**src/rtl/wdg_pkg.sv**
```systemverilog
`timescale 1ns/1ps
package wdg_pkg;
   localparam logic [7:0] OFS_MODE  = 8'h00;
   localparam logic [7:0] OFS_LEN   = 8'h04;
   localparam logic [7:0] OFS_KICK  = 8'h08;
   localparam logic [7:0] OFS_CNT   = 8'h0C;
   localparam logic [7:0] OFS_SWRST = 8'h14;
   localparam logic [7:0] OFS_DOM   = 8'h18;

   localparam logic [7:0]  KEY_MODE   = 8'h22;
   localparam logic [7:0]  KEY_DOM    = 8'h88;
   localparam logic [4:0]  KEY_LEN    = 5'h08;
   localparam logic [31:0] KICK_WORD  = 32'h0000_1971;
   localparam logic [31:0] SWRST_WORD = 32'h0000_1209;
   localparam int          LEN_LSB    = 5;

   typedef struct packed {
      logic dual;
      logic auto_go;
      logic irq_on;
      logic xrst_on;
      logic xrst_hi;
      logic run;
   } wdg_mode_t;

   function automatic wdg_mode_t word_to_mode(logic [31:0] w);
      wdg_mode_t m;
      m.run     = w[0];
      m.xrst_hi = w[1];
      m.xrst_on = w[2];
      m.irq_on  = w[3];
      m.auto_go = w[4];
      m.dual    = w[6];
      return m;
   endfunction

   function automatic logic [31:0] mode_to_word(wdg_mode_t m);
      logic [31:0] w;
      w    = '0;
      w[0] = m.run;
      w[1] = m.xrst_hi;
      w[2] = m.xrst_on;
      w[3] = m.irq_on;
      w[4] = m.auto_go;
      w[6] = m.dual;
      return w;
   endfunction
endpackage

```
**src/rtl/wdg_regs.sv**
```systemverilog
`timescale 1ns/1ps
module wdg_regs
   import wdg_pkg::*;
#(
   parameter int LEN_W   = 11,
   parameter int CNT_W   = 20,
   parameter int DOMAINS = 4,
   parameter int DEF_LEN = 1984
) (
   input  logic               clk,
   input  logic               rst_n,
   input  logic               we,
   input  logic [7:0]         addr,
   input  logic [31:0]        wdata,
   input  logic [CNT_W-1:0]   count_i,
   output wdg_mode_t          mode_o,
   output logic [LEN_W-1:0]   len_o,
   output logic [DOMAINS-1:0] dom_o,
   output logic               kick_o,
   output logic               swrst_o,
   output logic [31:0]        rdata_o
);
   logic hit_mode, hit_len, hit_dom;

   assign hit_mode = we && (addr == OFS_MODE) && (wdata[31:24] == KEY_MODE);
   assign hit_len  = we && (addr == OFS_LEN)  && (wdata[4:0]   == KEY_LEN);
   assign hit_dom  = we && (addr == OFS_DOM)  && (wdata[31:24] == KEY_DOM);
   assign kick_o   = we && (addr == OFS_KICK)  && (wdata == KICK_WORD);
   assign swrst_o  = we && (addr == OFS_SWRST) && (wdata == SWRST_WORD);

   always_ff @(posedge clk or negedge rst_n) begin
      if (!rst_n) begin
         mode_o <= '0;
      end else if (hit_mode) begin
         mode_o <= word_to_mode(wdata);
      end
   end

   always_ff @(posedge clk or negedge rst_n) begin
      if (!rst_n) begin
         len_o <= LEN_W'(DEF_LEN);
      end else if (hit_len) begin
         len_o <= wdata[LEN_LSB +: LEN_W];
      end
   end

   for (genvar g = 0; g < DOMAINS; g++) begin : g_dom
      always_ff @(posedge clk or negedge rst_n) begin
         if (!rst_n) begin
            dom_o[g] <= 1'b0;
         end else if (hit_dom) begin
            dom_o[g] <= wdata[g];
         end
      end
   end

   always_comb begin
      rdata_o = '0;
      unique case (addr)
         OFS_MODE: rdata_o = mode_to_word(mode_o);
         OFS_LEN:  rdata_o[LEN_LSB +: LEN_W] = len_o;
         OFS_CNT:  rdata_o[CNT_W-1:0] = count_i;
         OFS_DOM:  rdata_o[DOMAINS-1:0] = dom_o;
         default:  rdata_o = '0;
      endcase
   end
endmodule

```
**src/rtl/wdg_counter.sv**
```systemverilog
`timescale 1ns/1ps
module wdg_counter #(
   parameter int LEN_W    = 11,
   parameter int UNIT_LOG = 9,
   parameter int DEF_LEN  = 1984,
   localparam int CNT_W   = LEN_W + UNIT_LOG
) (
   input  logic             clk,
   input  logic             rst_n,
   input  logic             run,
   input  logic             tick,
   input  logic             kick,
   input  logic [LEN_W-1:0] len,
   output logic [CNT_W-1:0] count_o,
   output logic             fire_o
);
   localparam logic [CNT_W-1:0] ONE = CNT_W'(1);
   localparam logic [LEN_W-1:0] DEF = LEN_W'(DEF_LEN);

   logic [CNT_W-1:0] reload;
   logic             last;

   assign reload = {len, {UNIT_LOG{1'b0}}};
   assign last   = (count_o <= ONE);
   assign fire_o = run && !kick && tick && last;

   always_ff @(posedge clk or negedge rst_n) begin
      if (!rst_n) begin
         count_o <= {DEF, {UNIT_LOG{1'b0}}};
      end else if (!run || kick) begin
         count_o <= reload;
      end else if (tick) begin
         count_o <= last ? reload : count_o - ONE;
      end
   end
endmodule

```
**src/rtl/wdg_pulse.sv**
```systemverilog
`timescale 1ns/1ps
module wdg_pulse #(
   parameter int PULSE       = 16,
   parameter bit EXT_OUT_REG = 1'b0,
   localparam int PW         = $clog2(PULSE + 1)
) (
   input  logic clk,
   input  logic rst_n,
   input  logic fire,
   input  logic swrst,
   input  logic irq_on,
   input  logic xrst_on,
   input  logic xrst_hi,
   output logic sys_rst_o,
   output logic irq_o,
   output logic ext_rst_o
);
   logic [PW-1:0] left_q;
   logic          load;
   logic          pin_lvl;

   assign load      = fire || swrst;
   assign sys_rst_o = (left_q != '0);

   always_ff @(posedge clk or negedge rst_n) begin
      if (!rst_n) begin
         left_q <= '0;
      end else if (load) begin
         left_q <= PW'(PULSE);
      end else if (left_q != '0) begin
         left_q <= left_q - PW'(1);
      end
   end

   always_ff @(posedge clk or negedge rst_n) begin
      if (!rst_n) begin
         irq_o <= 1'b0;
      end else if (fire && irq_on) begin
         irq_o <= 1'b1;
      end else if (!load && (left_q <= PW'(1))) begin
         irq_o <= 1'b0;
      end
   end

   assign pin_lvl = (sys_rst_o && xrst_on) ? xrst_hi : !xrst_hi;

   if (EXT_OUT_REG) begin : g_pin_reg
      always_ff @(posedge clk or negedge rst_n) begin
         if (!rst_n) begin
            ext_rst_o <= 1'b1;
         end else begin
            ext_rst_o <= pin_lvl;
         end
      end
   end else begin : g_pin_comb
      assign ext_rst_o = pin_lvl;
   end
endmodule

```
**src/rtl/wdg_keyed.sv**
```systemverilog
`timescale 1ns/1ps
module wdg_keyed
   import wdg_pkg::*;
#(
   parameter int LEN_W       = 11,
   parameter int UNIT_LOG    = 9,
   parameter int DOMAINS     = 4,
   parameter int PULSE       = 16,
   parameter int DEF_LEN     = 1984,
   parameter bit EXT_OUT_REG = 1'b0
) (
   input  logic               clk,
   input  logic               rst_n,
   input  logic               tick,
   input  logic               bus_we,
   input  logic [7:0]         bus_addr,
   input  logic [31:0]        bus_wdata,
   output logic [31:0]        bus_rdata,
   output logic               sys_rst,
   output logic               irq,
   output logic               ext_rst,
   output logic [DOMAINS-1:0] dom_rst
);
   localparam int CNT_W = LEN_W + UNIT_LOG;

   if (DOMAINS < 1 || DOMAINS > 24) begin : g_bad_domains
      $error("DOMAINS must lie in 1..24 so it stays below the key byte");
   end
   if (LEN_W < 1 || LEN_LSB + LEN_W > 32) begin : g_bad_len
      $error("LEN_W must fit above the length key field");
   end
   if (UNIT_LOG < 1 || CNT_W > 32) begin : g_bad_cnt
      $error("UNIT_LOG must be at least 1 and the counter at most 32 bits");
   end
   if (PULSE < 1) begin : g_bad_pulse
      $error("PULSE must be at least 1");
   end
   if (DEF_LEN < 1 || DEF_LEN >= (1 << LEN_W)) begin : g_bad_def
      $error("DEF_LEN must fit the length field");
   end

   wdg_mode_t        mode_q;
   logic [LEN_W-1:0] len_q;
   logic [CNT_W-1:0] count;
   logic             kick, swrst, fire;

   wdg_regs #(
      .LEN_W(LEN_W), .CNT_W(CNT_W), .DOMAINS(DOMAINS), .DEF_LEN(DEF_LEN)
   ) u_regs (
      .clk(clk), .rst_n(rst_n), .we(bus_we), .addr(bus_addr),
      .wdata(bus_wdata), .count_i(count), .mode_o(mode_q), .len_o(len_q),
      .dom_o(dom_rst), .kick_o(kick), .swrst_o(swrst), .rdata_o(bus_rdata)
   );

   wdg_counter #(
      .LEN_W(LEN_W), .UNIT_LOG(UNIT_LOG), .DEF_LEN(DEF_LEN)
   ) u_cnt (
      .clk(clk), .rst_n(rst_n), .run(mode_q.run), .tick(tick), .kick(kick),
      .len(len_q), .count_o(count), .fire_o(fire)
   );

   wdg_pulse #(
      .PULSE(PULSE), .EXT_OUT_REG(EXT_OUT_REG)
   ) u_pulse (
      .clk(clk), .rst_n(rst_n), .fire(fire), .swrst(swrst),
      .irq_on(mode_q.irq_on), .xrst_on(mode_q.xrst_on),
      .xrst_hi(mode_q.xrst_hi), .sys_rst_o(sys_rst), .irq_o(irq),
      .ext_rst_o(ext_rst)
   );
endmodule

```
**config.mk**
```make
export PLATFORM = sky130hd
export DESIGN_NAME = wdg_keyed
export DESIGN_NICKNAME = d
export VERILOG_FILES = /design/src/rtl/wdg_pkg.sv /design/src/rtl/wdg_regs.sv /design/src/rtl/wdg_counter.sv /design/src/rtl/wdg_pulse.sv /design/src/rtl/wdg_keyed.sv
export SDC_FILE = /design/constraint.sdc
export NUM_CORES = 1
export LEC_CHECK = 0
export ABC_CLOCK_PERIOD_IN_PS = 3330
export CORE_ASPECT_RATIO = 0.5
export CORE_MARGIN = 2
export CORE_UTILIZATION = 35
export DETAILED_ROUTE_END_ITERATION = 12
export GPL_ROUTABILITY_DRIVEN = 0
export PLACE_DENSITY_LB_ADDON = 0.08
export SYNTH_ARGS = -nofsm -noshare
export SYNTH_HDL_FRONTEND = slang
export SYNTH_SLANG_ARGS = --single-unit
```
**constraint.sdc**
```tcl
create_clock -name clk -period 3.33 [get_ports clk]
set_input_delay 0.666 -clock clk [delete_from_list [all_inputs] [get_ports clk]]
set_output_delay 0.666 -clock clk [all_outputs]
set_load 0.01 [all_outputs]
```
-- Yosys cells after proc, flatten, opt, wreduce, memory -nomap -nowiden
Index checks and enable logic that the tools add are counted.
- register bits: 47
- output and inout bits: 39
- memories kept: 0
- bits in read-only memories: 0
- bits in latches: 0
- word-level logic and storage cells: 67
- input bits: 44
- memory bits (writable): 0
- add/subtract/negate cells: 2
- $mul: 0
- divide/modulo/power cells: 0
- reduce and logical (&&, ||, !) cells: 27
- $lt $le $gt $ge: 2
- shift operators: 0
- bitwise logic cells: 0
- equal/unequal tests: 10
- mux-type cells: 12
- operator list (operator ; number):
    equality test 32 x 13 -> 1 bit (second input constant) ; 2
    two-way mux 20 bit ; 3
    one-hot mux 11 bit (3 select lines) ; 1
    less-or-equal comparator 20 x 1 -> 1 bit (second input constant) ; 1
    subtractor 20 x 1 -> 20 bit (second input constant) ; 1
    equality test 8 x 4 -> 1 bit (second input constant) ; 2
    equality test 8 x 5 -> 1 bit (second input constant) ; 2
    logical AND 1 bit ; 16
    one-hot mux 4 bit (3 select lines) ; 1
    two-way mux 5 bit ; 2
    equality test 8 x 3 -> 1 bit (second input constant) ; 1
    equality test 8 x 6 -> 1 bit (second input constant) ; 1
    equality test 8 bit (second input constant) ; 1
    logical NOT 8 bit ; 1
    nonzero test 2 bit ; 3
    equality test 5 x 4 -> 1 bit (second input constant) ; 1
    less-or-equal comparator 5 x 1 -> 1 bit (second input constant) ; 1
    nonzero test 5 bit ; 1
    subtractor 5 x 1 -> 5 bit (second input constant) ; 1
    logical NOT 1 bit ; 4
    two-way mux 4 bit ; 1
    two-way mux 1 bit ; 3
    logical OR 1 bit ; 2
    one-hot mux 1 bit (2 select lines) ; 1

-- Longest topological paths before layout
- depth in word-level cells: 12
- mapped depth: 11
- gate-level depth less buffers: 8

-- By module
A second synthesis with hierarchy kept.
- cells, all modules: 305
- area, all modules: 3084.2 um^2
- modules (own cells, without submodules) (module ; cells each ; times used ; area an instance (um^2) ; sequential area each (um^2)):
    wdg_counter ; 153 ; 1 ; 1383.8 ; 506.7
    wdg_regs ; 119 ; 1 ; 1363.8 ; 531.8
    wdg_pulse ; 33 ; 1 ; 336.6 ; 150.1

-- Least setup slack after synthesis
Ideal clock, no wire load.
- path type: input port to output port
- start point: input bus_addr[5]
- end point: output bus_rdata[10]
- required time: 2664 ps
- arrival time: 2153 ps
- path slack: 511 ps
- cell stages on the path: 6
- path through: nor3_1 > nand2b_1 > nand2b_1 > nor2_1 > clkbuf_1 > a22o_1
- longest elaborated chain between the ends: 2
- RTL lines (what ; line ; RTL):
    start, declared ; wdg_keyed.sv:16 ; input logic [7:0] bus_addr,
    equality test 8 x 4 -> 1 bit (tied with other cells) ; wdg_regs.sv:59 ; unique case (addr)
    one-hot mux 11 bit (3 select lines) * ; wdg_regs.sv:59 ;
    end, declared ; wdg_keyed.sv:18 ; output logic [31:0] bus_rdata,
Every way passes the cells marked *; elsewhere a longest branch is shown, timed or not.

-- Worst setup path in the final report
- start point: input bus_addr[6]
- end point: output bus_rdata[11]
Same word-level chain as after synthesis.

==> results_dict.tcl <==
set metrics [dict create \
    final.fill_count 759 \
    hp-class "reg2reg" \
    swShare 0.266 \
    async_reset_ff_frac 1.00 \
    num_vias 2570 \
    clock_latency_ns 0.29 \
    status "complete, no violations" \
    grt_pass1_wl_um 12900 \
    grt_usage 0.182 \
    syn_area_per_cell_um2 9.72 \
    setup_viol 0 \
    synth.largest_area_cell "dfrtp_1" \
    fmax_ghz 0.308 \
    htreeDepth 2 \
    syn_area_um2 2940 \
    synth_area_leaders "dfrtp_1 (32%), dfstp_2 (8.9%), mux2_2 (8.8%), xor2_1 (5.4%), nor2_1 (3.5%)" \
    clkPwrFrac 0.362 \
    ios 83 \
    areaGrowthSynthToFinish_pct 35.9 \
    p_per_area_nw_per_um2 346 \
    endpoint_kind "primary output" \
    die_area_um2 9180 \
    critical_path.max_fanout 10 \
    dp_hpwl_um 6180 \
    cap_violations 0 \
    seqPwrFrac 0.459 \
    ys_types 50 \
    grt_max_degree 48 \
    p_switching_uw 368 \
    drc 0 \
    clk_path_buf_depth 2 \
    first_pass_iters 4 \
    relSlewSlack 0.300 \
    final_common_cell "clkdlybuf4s50_1" \
    postCtsHoldBufs 0 \
    final_cell_mix "clkdlybuf4s50_1 (54), dfrtp_1 (37), nor2_1 (26), nand2_1 (26), mux2_2 (23)" \
    cts_tree "done" \
    cp-start-kind "input port" \
    fin_crit_sh 0.974 \
    final_nets 435 \
    worstSetupPathType "in2out" \
    ir_drop_mv 0.235 \
    synth_seq_cells 47 \
    wire_per_inst_um 16.1 \
    fin_skew_ns 0.00466 \
    synth_top_area_frac 0.315 \
    holdWs_ns 0.487 \
    period_minus_slack_ns 3.24 \
    p_int_uw 1010 \
    grt_pass1_vias 2522 \
    antenna_found_initial 0 \
    crit_start "bus_addr[6]" \
    power.leakage_uw 0.00199 \
    setup_tns_ns 0 \
    hold_violations 0 \
    drtIter0Drc 164 \
    cp_data_required_time_ns 2.66 \
    overflow 0 \
    ys.warnings.count 0 \
    insertedDiodeCount 0 \
    start_util 0.364 \
    netlist_instances 302 \
    io_buffers 70 \
    cts.sinks 47 \
    worst_ep_arrival_time_ns 2.58 \
    die_w_um 134 \
    die_h_um 68.8 \
    vias_per_cell 5.15 \
    ys_seq_area_frac 0.405 \
    coreArea_um2 8060 \
    timing.rr.start "u_cnt.count_o[2]" \
    ant_nets 0 \
    synth-edff-count 0 \
    cts_made_buffers 5 \
    p_total_uw 1380 \
    cts.clk_slew.worst_paths_ns 0.07 \
    root_buffer "clkbuf_16" \
    pwr-share-comb 0.179 \
    worst_slew_pin_slew_ns 1.05 \
    ys.flop_type "dfrtp_1" \
    finalMaxSlewViolations 0 \
    placementRows 23 \
    drive_gt1_frac 0.189 \
    routed_wl_um 8060 \
    worstHoldStart "u_regs.len_o[9]" \
]
metal layers:
layer | vias up | wire length, um | GRT usage | share of wire
li1 | 1235 | - | - | -
met1 | 1255 | 3900 | 0.246 | 0.48
met2 | 73 | 3630 | 0.297 | 0.45
met3 | 7 | 467 | 0.0475 | 0.058
met4 | 0 | 63 | 0.0452 | 0.0078
met5 | - | 0 | 0 | 0
state kept, by name, summed over array words and instances, names as in the netlist:
signal,count
u_regs.mode_o,6
u_regs.len_o,11
u_cnt.count_o,20
u_regs.dom_o,4
u_pulse.irq_o,1
u_pulse.left_q,5
stage by stage:
step | area (um2) | setup slack, ns | util | std cells
floorplan | 2980 | 0.511 | - | 313
detailed placement | 3780 | -0.0739 | 0.470 | 486
CTS | 3930 | 0.00315 | 0.488 | 495
global route | 3990 | -0.0345 | 0.495 | 499
global placement | 3780 | -0.0617 | 0.470 | 486
finish | 3990 | 0.0867 | 0.495 | 499
worst paths after layout:
| kind | endpoint | slack [ns] | depth (start not counted) |
|---|---|---|---|
| max | bus_rdata[11] | 0.09 | 10 |
| min | u_cnt.count_o[18] | 0.49 | 2 |
| max reg2reg | u_cnt.count_o[16] | 0.99 | 7 |
| min reg2reg | u_cnt.count_o[18] | 0.49 | 2 |
| max in group asynchronous | u_cnt.count_o[1] | 2.12 | 1 |
| min in group asynchronous | u_pulse.left_q[0] | 0.57 | 1 |
power by group through the flow:
stage | sequential (uW) | clock (uW) | combinational [uW]
3_5_place_dp | 644 | 0 | 250
6_report | 634 | 500 | 247
3_3_place_gp | 642 | 0 | 237
2_1_floorplan | 638 | 0 | 153
5_1_grt | 640 | 544 | 282
4_1_cts | 634 | 512 | 251
cells in the mapped netlist, types with 2 or more instances:
cell / number
dfrtp_1: 37
nor4b_1: 3
dfstp_2: 10
a222oi_1: 4
buf_6: 2
ha_1: 5
o2111ai_1: 2
clkbuf_1: 7
and3_1: 7
a21oi_1: 2
mux2_2: 23
nor3b_1: 4
nand2_1: 26
a22o_1: 11
xnor2_1: 2
nor4_1: 9
nand3b_1: 4
nand4_1: 3
nand2b_1: 3
and2_1: 4
xor2_1: 18
nor3_1: 10
o21ai_1: 3
buf_4: 13
nand3_1: 4
o21ai_0: 19
or4_1: 2
nor2_1: 27
inv_1: 11
o211ai_1: 7
area by class of cell:
cell class	instances	area (um2)	share of cell area
multi-input combinational	231	1610	0.403
sequential	47	1190	0.298
timing repair buffer	90	867	0.217
tap	112	140	0.0351
clock buffer	5	125	0.0314
inverter	11	41.3	0.0103
clock inverter	3	20.0	0.00502
critical path: stages:
cell and delay (ns):
clkdlybuf4s50_1 0.42, nor3_2 0.21, nand2b_1 0.10, nand2b_4 0.16, nor3b_1 0.20, buf_4 0.21
buf_4 0.13, buf_4 0.09, a22o_1 0.15, clkdlybuf4s15_1 0.25
repair_timing:
action                     in CTS  in global routing
pin swaps                       0                  1
setup endpoints to repair      18                 11
cloned                          0                  0
buffers inserted                1                  4
gates resized for setup        10                 10
cells by family (layout without fill, tap and decap cells):
family | Yosys count | after routing | synth area share
other | 1 | 12 | 0.00128
multiplexers | 23 | 23 | 0.0882
AND/OR/NAND/NOR | 117 | 117 | 0.221
AO/OA/AOI/OAI | 54 | 54 | 0.137
flip-flops | 47 | 47 | 0.405
XOR/XNOR | 20 | 20 | 0.0597
buffers and inverters | 35 | 109 | 0.0669
adder cells (fa/ha/maj) | 5 | 5 | 0.0213
(Power assumes the default switching activity.)
